### config.mk
export PLATFORM = sky130hd
export DESIGN_NAME = pclk_mbox_ctrl
export DESIGN_NICKNAME = d
export VERILOG_FILES = /design/src/rtl/pclk_mbox_ctrl.sv
export SDC_FILE = /design/constraint.sdc
export NUM_CORES = 1
export LEC_CHECK = 0
export BUFFER_PORTS_ARGS = -buffer_cell sky130_fd_sc_hd__buf_2
export CORE_MARGIN = 4
export CORE_UTILIZATION = 25
export DETAILED_ROUTE_END_ITERATION = 10
export GPL_TIMING_DRIVEN = 1
export PLACE_DENSITY = 0.4
export SLEW_MARGIN = 20
export SYNTH_ARGS = -nofsm -noshare
export SYNTH_HDL_FRONTEND = slang
export SYNTH_SLANG_ARGS = --single-unit
### constraint.sdc
create_clock -name clk -period 4.4 [get_ports clk]
set_input_delay 0.88 -clock clk [delete_from_list [all_inputs] [get_ports clk]]
set_output_delay 0.88 -clock clk [all_outputs]
set_load 0.01 [all_outputs]
### src/rtl/pclk_mbox_ctrl.sv
module pclk_mbox_ctrl #(
  parameter int NPER = 16,
  parameter int IDW  = 5
) (
  input  logic             clk,
  input  logic             rst_n,
  input  logic             cmd_we,
  input  logic [IDW+2:0]   cmd_wdata,
  input  logic             en_set_we,
  input  logic             en_clr_we,
  input  logic [NPER-1:0]  en_wdata,
  output logic [NPER-1:0]  en_status,
  output logic [IDW+2:0]   mbox_rdata,
  output logic [NPER-1:0]  clk_en
);

  localparam int CW = IDW + 3;

  wire [1:0]     c_code = cmd_wdata[1:0];
  wire [IDW-1:0] c_id   = cmd_wdata[IDW+1:2];
  wire           c_wr   = cmd_wdata[IDW+2];
  wire           id_ok  = (32'(c_id) < NPER);

  logic [NPER-1:0]      en_q;
  logic [NPER-1:0][1:0] pend_v;
  logic [1:0]           rd_code;
  logic                 rd_en;

  wire [NPER-1:0] set_m = en_set_we ? en_wdata : '0;
  wire [NPER-1:0] clr_m = en_clr_we ? en_wdata : '0;

  always_ff @(posedge clk or negedge rst_n)
    if (!rst_n) en_q <= '0;
    else        en_q <= (en_q | set_m) & ~clr_m;

  assign en_status = en_q;

  always_comb begin
    rd_code = 2'b00;
    rd_en   = 1'b0;
    for (int i = 0; i < NPER; i++)
      if (c_id == IDW'(i)) begin
        rd_code = pend_v[i];
        rd_en   = en_q[i];
      end
  end

  always_ff @(posedge clk or negedge rst_n)
    if (!rst_n)
      mbox_rdata <= '0;
    else if (cmd_we && !c_wr)
      mbox_rdata <= id_ok ? {rd_en, c_id, rd_code} : CW'(0);

  for (genvar i = 0; i < NPER; i++) begin : g_per
    logic [1:0] pend, cur;
    logic [2:0] cnt;
    wire  [2:0] lim  = (3'd1 << cur) - 3'd1;
    wire        wrap = (cnt == lim);

    always_ff @(posedge clk or negedge rst_n)
      if (!rst_n)
        pend <= 2'b00;
      else if (cmd_we && c_wr && id_ok && c_id == IDW'(i))
        pend <= c_code;

    always_ff @(posedge clk or negedge rst_n)
      if (!rst_n) begin
        cnt <= 3'd0;
        cur <= 2'b00;
      end else if (wrap) begin
        cnt <= 3'd0;
        cur <= pend;
      end else begin
        cnt <= cnt + 3'd1;
      end

    assign pend_v[i] = pend;
    assign clk_en[i] = en_q[i] & wrap;
  end

endmodule

==> flow_summary.toml, run 1 <==
[run_status]
status = "completed"

[yosys]
yosysTopAreaCell = "dfrtp_1"
async_flop_share = 1.00
synthCells = 572
synthFlopType = "dfrtp_1"
syn_area_per_cell_um2 = 11.2
synth_cell_types = 50
synth-edff-count = 0
synth-seq-cells = 135
yosys-top-cells-area = "dfrtp_1, mux2_2, a21oi_1"
synth_nets = 617
synth_area_um2 = 6400
netlist.area_leader.share = 0.527
yosys_warnings = 0
seq_area_frac_synth = 0.527

[run]
max_cap_violations = 0

[timing]
worst_slew_pin_slew_ps = 886
rsz0062_at_grt = "false"
setup_viol = 0
max_freq_mhz = 359
final_hold_viol_count = 0
period_share = 0.633
finalMaxSlewViolations = 0
maxSlewHeadroom = 0.410
min_period_ps = 2790
finClkSkew_ps = 4.76
setup_tns_ps = 0

[power_and_ir_drop]
p_per_area_nw_per_um2 = 625
total_power_mw = 4.81
leakagePower_nw = 3.45
switching_share = 0.323
p_int_mw = 3.26
power_frac_clock = 0.303
p_sw_mw = 1.55
irDropWorstVdd_mv = 0.206
seq_power_share = 0.414
p_comb_frac = 0.283

[layout]
diodes = 0
fill_cells = 2548
instances_no_fill = 983
areaGrowthSynthToFinish_pct = 20.2
seqCellArea_um2 = 3380
utilization = 0.306
final_nets = 686
multi_input_area_um2 = 2920
drive_gt1_frac = 0.239

[floorplan]
io_pins = 69
fp.dieW_um = 168
start_util = 0.254
design.die.area_um2 = 28200
std_cell_rows = 58
coreArea_um2 = 25200
die_h_um = 168

[routing]
drt-pass1-iter-count = 4
drc = 0
drtIter0Drc = 352
wl_per_cell_um = 16.6
wl_um = 16300
via_count = 4558
antenna_left = 0
avgViaCountPerCell = 4.64

[global_route]
grtUsageMet1 = 0.157
grtUsageTotal = 0.119
gr-usage-met2 = 0.184
grt_pass1_vias = 4748
antenna_found_initial = 2
grt_pass1_wl_um = 26400
grt-busiest-layer = "met2"
met3_usage = 0.0345
grt-ovfl-total = 0
grt_start_max_net_pins = 94

[clocking]
ctsResizeCount = 0
clkLatencyLatePin_ps = 420
clock_path_buffers = 2
cts_tree = "yes"
numCtsBuffers = 17
clkSlewWorstSetupHoldPaths_ps = 60
cts.hold.buffers_added = 0
post-cts-setup-buffers = 0
htreeDepth = 4
cts_sinks = 135
cts-root-buf = "clkbuf_16"

[worst_setup_path]
end_kind = "primary output"
crit_path_start_kind = "register"
crit_required_ps = 3520
crit_type = "register to primary output"
rr_worst_depth = 4
crit_fanout = 5
critPathArrivalTime_ps = 1910

[placement]
dp.cells = 952
hpwl_um = 11800
numPortBuffers = 67
gp_congestion = 0.809

[min_path]
min_path_type = "register to register"
whs_path_depth = 1
## worst max-delay path, cell delays in order, from the launching register on
cell	delay [ps]
dfrtp_1	420
xnor2_1	150
a32o_1	250
a21oi_1	370
nor2b_1	130
buf_2	160
## worst paths after layout
kind,startpoint,endpoint,slack [ps]
worst min register to register,g_per[1].cnt[0],g_per[1].cnt[0],480
worst max-delay path,g_per[0].cur[0],clk_en[0],1610
worst min-delay path,g_per[1].cnt[0],g_per[1].cnt[0],480
worst max register to register,g_per[8].cur[0],g_per[8].cur[1],2690
min in group asynchronous,rst_n,en_status[11],540
max in group asynchronous,rst_n,g_per[15].cnt[0],2920
## cell usage after synthesis, types with 2 or more instances
library cell	number
a22oi_1	2
clkbuf_1	11
xnor2_1	16
mux2_2	53
a32oi_1	2
nand2b_1	7
nor4_1	4
o21ai_0	20
a32o_1	17
and2b_1	2
nor2b_1	18
o211ai_1	4
nand4_1	2
nand3_1	10
and2_1	32
nand2_1	28
o21ai_1	3
buf_2	7
a31oi_1	2
mux2i_1	4
inv_1	7
a21oi_1	53
xor2_1	16
mux2_1	3
dfrtp_1	135
nor2_1	33
nor3b_1	17
o31ai_1	3
ha_1	16
nor3_1	25
## layer usage
metal  vias to the layer above  share of wire
li1                       2206              -
met1                      2235           0.47
met2                        92           0.46
met3                        21          0.048
met4                         4          0.020
met5                         -         0.0017
## power by group through the flow
stage | clock [mW] | sequential [mW] | combinational (mW)
final | 1.46 | 1.99 | 1.36
after global routing | 1.56 | 2.05 | 1.58
after CTS | 1.51 | 2.00 | 1.40
after detailed placement | 0 | 2.02 | 1.38
after global placement | 0 | 1.98 | 1.32
after floorplan | 0 | 1.91 | 1.06
## layout by cell type (no fill, tap or decap), types with 16 or more instances in the layout
cell and n:
a21oi_1 53, a32o_1 17, and2_1 32, buf_2 66, clkbuf_16 17, dfrtp_1 135, ha_1 16, mux2_2 53
nand2_1 28, nor2_1 33, nor2b_1 18, nor3_1 25, nor3b_1 17, o21ai_0 20, xnor2_1 16, xor2_1 16
## layout make-up
type                            count  area share
Clock buffer                       19      0.0589
Clock inverter                     12      0.0198
Inverter                            7     0.00341
Multi-Input combinational cell    411       0.379
Sequential cell                   135       0.439
Tap cell                          330      0.0536
Timing Repair Buffer               69      0.0463
## metrics by stage
stage | setup WS, ps | cell area (µm²) | hold WS, ps
final | 1610 | 7700 | 483
after detailed placement | 1610 | 7090 | 476
after global placement | 1660 | 7090 | 465
after global routing | 1440 | 7700 | 503
after CTS | 1580 | 7700 | 484
after floorplan | 2300 | 6400 | 455
## logic make-up after synthesis
group                      Yosys count  share of synthesized area
buffers and inverters               26                     0.0172
AOI/OAI and AO/OA                  115                      0.113
other                                1                   0.000585
xor gates and xnor gates            32                     0.0438
adders and majority gates           16                     0.0313
muxes                               61                      0.108
DFF                                135                      0.527
and+or+nand+nor                    186                      0.159
## sequential cells by signal (all words and copies together) (netlist names)
| signal | cells |
|---|---|
| mbox_rdata | 7 |
| g_per.cnt | 48 |
| g_per.pend | 32 |
| en_status | 16 |
| g_per.cur | 32 |
Note: power is estimated with default switching activity, not from simulation.
==> run 2, diff against run 1 <==
--- a/config.mk
+++ b/config.mk
@@ -5,12 +5,13 @@
 export SDC_FILE = /design/constraint.sdc
 export NUM_CORES = 1
 export LEC_CHECK = 0
+export ABC_AREA = 1
 export BUFFER_PORTS_ARGS = -buffer_cell sky130_fd_sc_hd__buf_2
 export CORE_MARGIN = 4
 export CORE_UTILIZATION = 25
 export DETAILED_ROUTE_END_ITERATION = 10
 export GPL_TIMING_DRIVEN = 1
-export PLACE_DENSITY = 0.4
+export PLACE_DENSITY = 0.41
 export SLEW_MARGIN = 20
 export SYNTH_ARGS = -nofsm -noshare
 export SYNTH_HDL_FRONTEND = slang
==> constraint.sdc (replaced) <==
create_clock -name clk -period 2.55 [get_ports clk]
set_input_delay 0.51 -clock clk [delete_from_list [all_inputs] [get_ports clk]]
set_output_delay 0.51 -clock clk [all_outputs]
set_load 0.01 [all_outputs]
==> run 2 against run 1 <==
Compared with the run above:
- sequential power increased by 66%
- worst hold slack lost 470 ps
- total power rose by 79%
- flip-flop and latch count did not move
- largest cell class unchanged
==> flow_summary.toml, run 2 <==
[layout]
utilization = 0.311
drive_gt1_frac = 0.128
instances_no_fill = 1213
layout_common_cells = "nand2_1, inv_1, dfrtp_1"
final_cell_area_um2 = 7890
largest_reg_flops = 48
layout_commonest_cell = "nand2_1"
largest-register = "g_per.cnt"
final_nets = 914
fill_cells = 2763
largestRegisters = "g_per.cnt (48), g_per.cur (32), g_per.pend (32)"
areaGrowthSynthToFinish_pct = 21.3

[timing]
setup_viol = 0
final_hold_viol_count = 0
worst_slack_ps = 207
worst_slew_pin_slew_ps = 591
finClkSkew_ps = 11.9
maxSlewHeadroom = 0.603
holdWs_ps = 14.9
rsz0062_at_grt = "false"
setup_tns_ps = 0
period_share = 0.919
min_period_ps = 2340
finalMaxSlewViolations = 0
max_freq_mhz = 427

[yosys]
synth-seq-cells = 135
seq_area_frac_synth = 0.519
synth-edff-count = 0
synthCells = 783
netlist.area_leader.share = 0.519
yosys_warnings = 0
synth_cell_types = 25
yosysTopAreaCell = "dfrtp_1"
yosys-top-cells-count = "nand2_1, dfrtp_1, inv_1, o21ai_0, nor2_1"
syn_area_per_cell_um2 = 8.31
synth_area_um2 = 6500
yosys-top-cells-area = "dfrtp_1, o21ai_0, nand2_1"
synth_nets = 828
synth.most_common_cell = "nand2_1"
synthFlopType = "dfrtp_1"
async_flop_share = 1.00

[power_and_ir_drop]
irDropWorstVdd_mv = 0.426
p_sw_mw = 3.23
power_frac_clock = 0.284
p_int_mw = 5.38
seq_power_share = 0.383
p_comb_frac = 0.333
total_power_mw = 8.60
switching_share = 0.375
p_per_area_nw_per_um2 = 1090
leakagePower_nw = 3.82

[clocking]
clkLatencyLatePin_ps = 420
ctsResizeCount = 0
cts_tree = "yes"
cts_sinks = 135
clkSlewWorstSetupHoldPaths_ps = 60
post-cts-setup-buffers = 0
cts-root-buf = "clkbuf_16"
cts.hold.buffers_added = 0
clock_path_buffers = 2
numCtsBuffers = 17
htreeDepth = 4

[global_route]
grt-ovfl-total = 0
grt_pass1_vias = 5042
grt_start_max_net_pins = 53
grtUsageTotal = 0.120
grt_pass1_wl_um = 27000
antenna_found_initial = 2

[floorplan]
design.die.area_um2 = 28700
fp.dieW_um = 169
std_cell_rows = 58
die_h_um = 169
start_util = 0.256
coreArea_um2 = 25400
io_pins = 69

[worst_setup_path]
critPathArrivalTime_ps = 1830
crit_fanout = 6
end_kind = "primary output"
crit_path_start_kind = "register"
crit_type = "register to primary output"
crit_required_ps = 2040

[routing]
drtIter0Drc = 311
wl_per_cell_um = 13.5
via_count = 5009
drt-pass1-iter-count = 4
wl_um = 16400
antenna_left = 0
avgViaCountPerCell = 4.13
drc = 0

[placement]
numPortBuffers = 67
gp_congestion = 0.776
dp_slack_ps = 541
dp.cells = 1180
postPlaceCellArea_um2 = 7300
hpwl_um = 12100

[run]
max_cap_violations = 0

[run_status]
status = "completed"

[min_path]
min_path_type = "input port to asynchronous set/reset pin"
run 2: cell types whose count changed after synthesis, moves of 17 or more:
cell     delta
a21oi_1    -47
a32o_1     -17
o21ai_0    +97
xnor2_1    +22
nor2_1     +71
inv_1     +128
and2_1     -32
nand2_1   +117
nor3b_1    -17
mux2_2     -53
nor2b_1    -18
run 2: area by class of cell:
cell class	count	area [µm²]	share of cell area
multi-input cells	504	2580	0.327
clock buffers	20	457	0.0579
well taps	330	413	0.0523
repair buffers	73	412	0.0522
diodes	1	2.50	0.000317
flip-flops and latches	135	3380	0.428
inverters	138	518	0.0657
clock inverters	12	128	0.0162
run 2: worst paths after layout:
| kind | startpoint | to | slack, ps | depth (start not counted) |
|---|---|---|---|---|
| worst min-delay path | rst_n | g_per[3].cnt[0] | 10 | 1 |
| min in group clk | en_wdata[10] | en_status[10] | 370 | 4 |
| worst max-delay path | g_per[11].cur[1] | clk_en[11] | 210 | 6 |
| max in group asynchronous | rst_n | g_per[7].pend[1] | 1910 | 2 |
| worst max register to register | g_per[11].cur[1] | g_per[11].cnt[1] | 1080 | 6 |
| worst min register to register | g_per[3].cnt[0] | g_per[3].cnt[0] | 470 | 1 |
run 2: power groups by stage:
stage / Sequential [mW] / Clock [mW] / Combinational, mW
floorplan: 3.21 / 0 / 2.18
global route: 3.39 / 2.62 / 3.39
detailed placement: 3.34 / 0 / 2.94
CTS: 3.31 / 2.53 / 2.94
global placement: 3.35 / 0 / 2.92
finish: 3.30 / 2.44 / 2.86
run 2: logic make-up (layout without fill, tap and decap cells):
family	count (synthesis)	after routing	synth area share
compound gates	129	129	0.102
xor+xnor	44	44	0.0592
fa+ha+maj	16	16	0.0308
buf+inv	144	243	0.0837
flops	135	135	0.519
other cells	1	2	0.000576
simple gates	314	314	0.204
run 2: critical path, stage by stage (launching register included):
cell and delay (ps):
dfrtp_1 390, inv_1 90, a21oi_1 40, a2111oi_0 380, nand2_1 240, nor2_1 130
buf_2 140
run 2: metal layers:
layer  vias to the layer above  part of all wire  global-route usage
met4                         2            0.0056              0.0350
met2                        48              0.46               0.187
li1                       2638                 -                   -
met3                         9             0.027              0.0307
met5                         -           0.00079                   0
met1                      2312              0.51               0.165
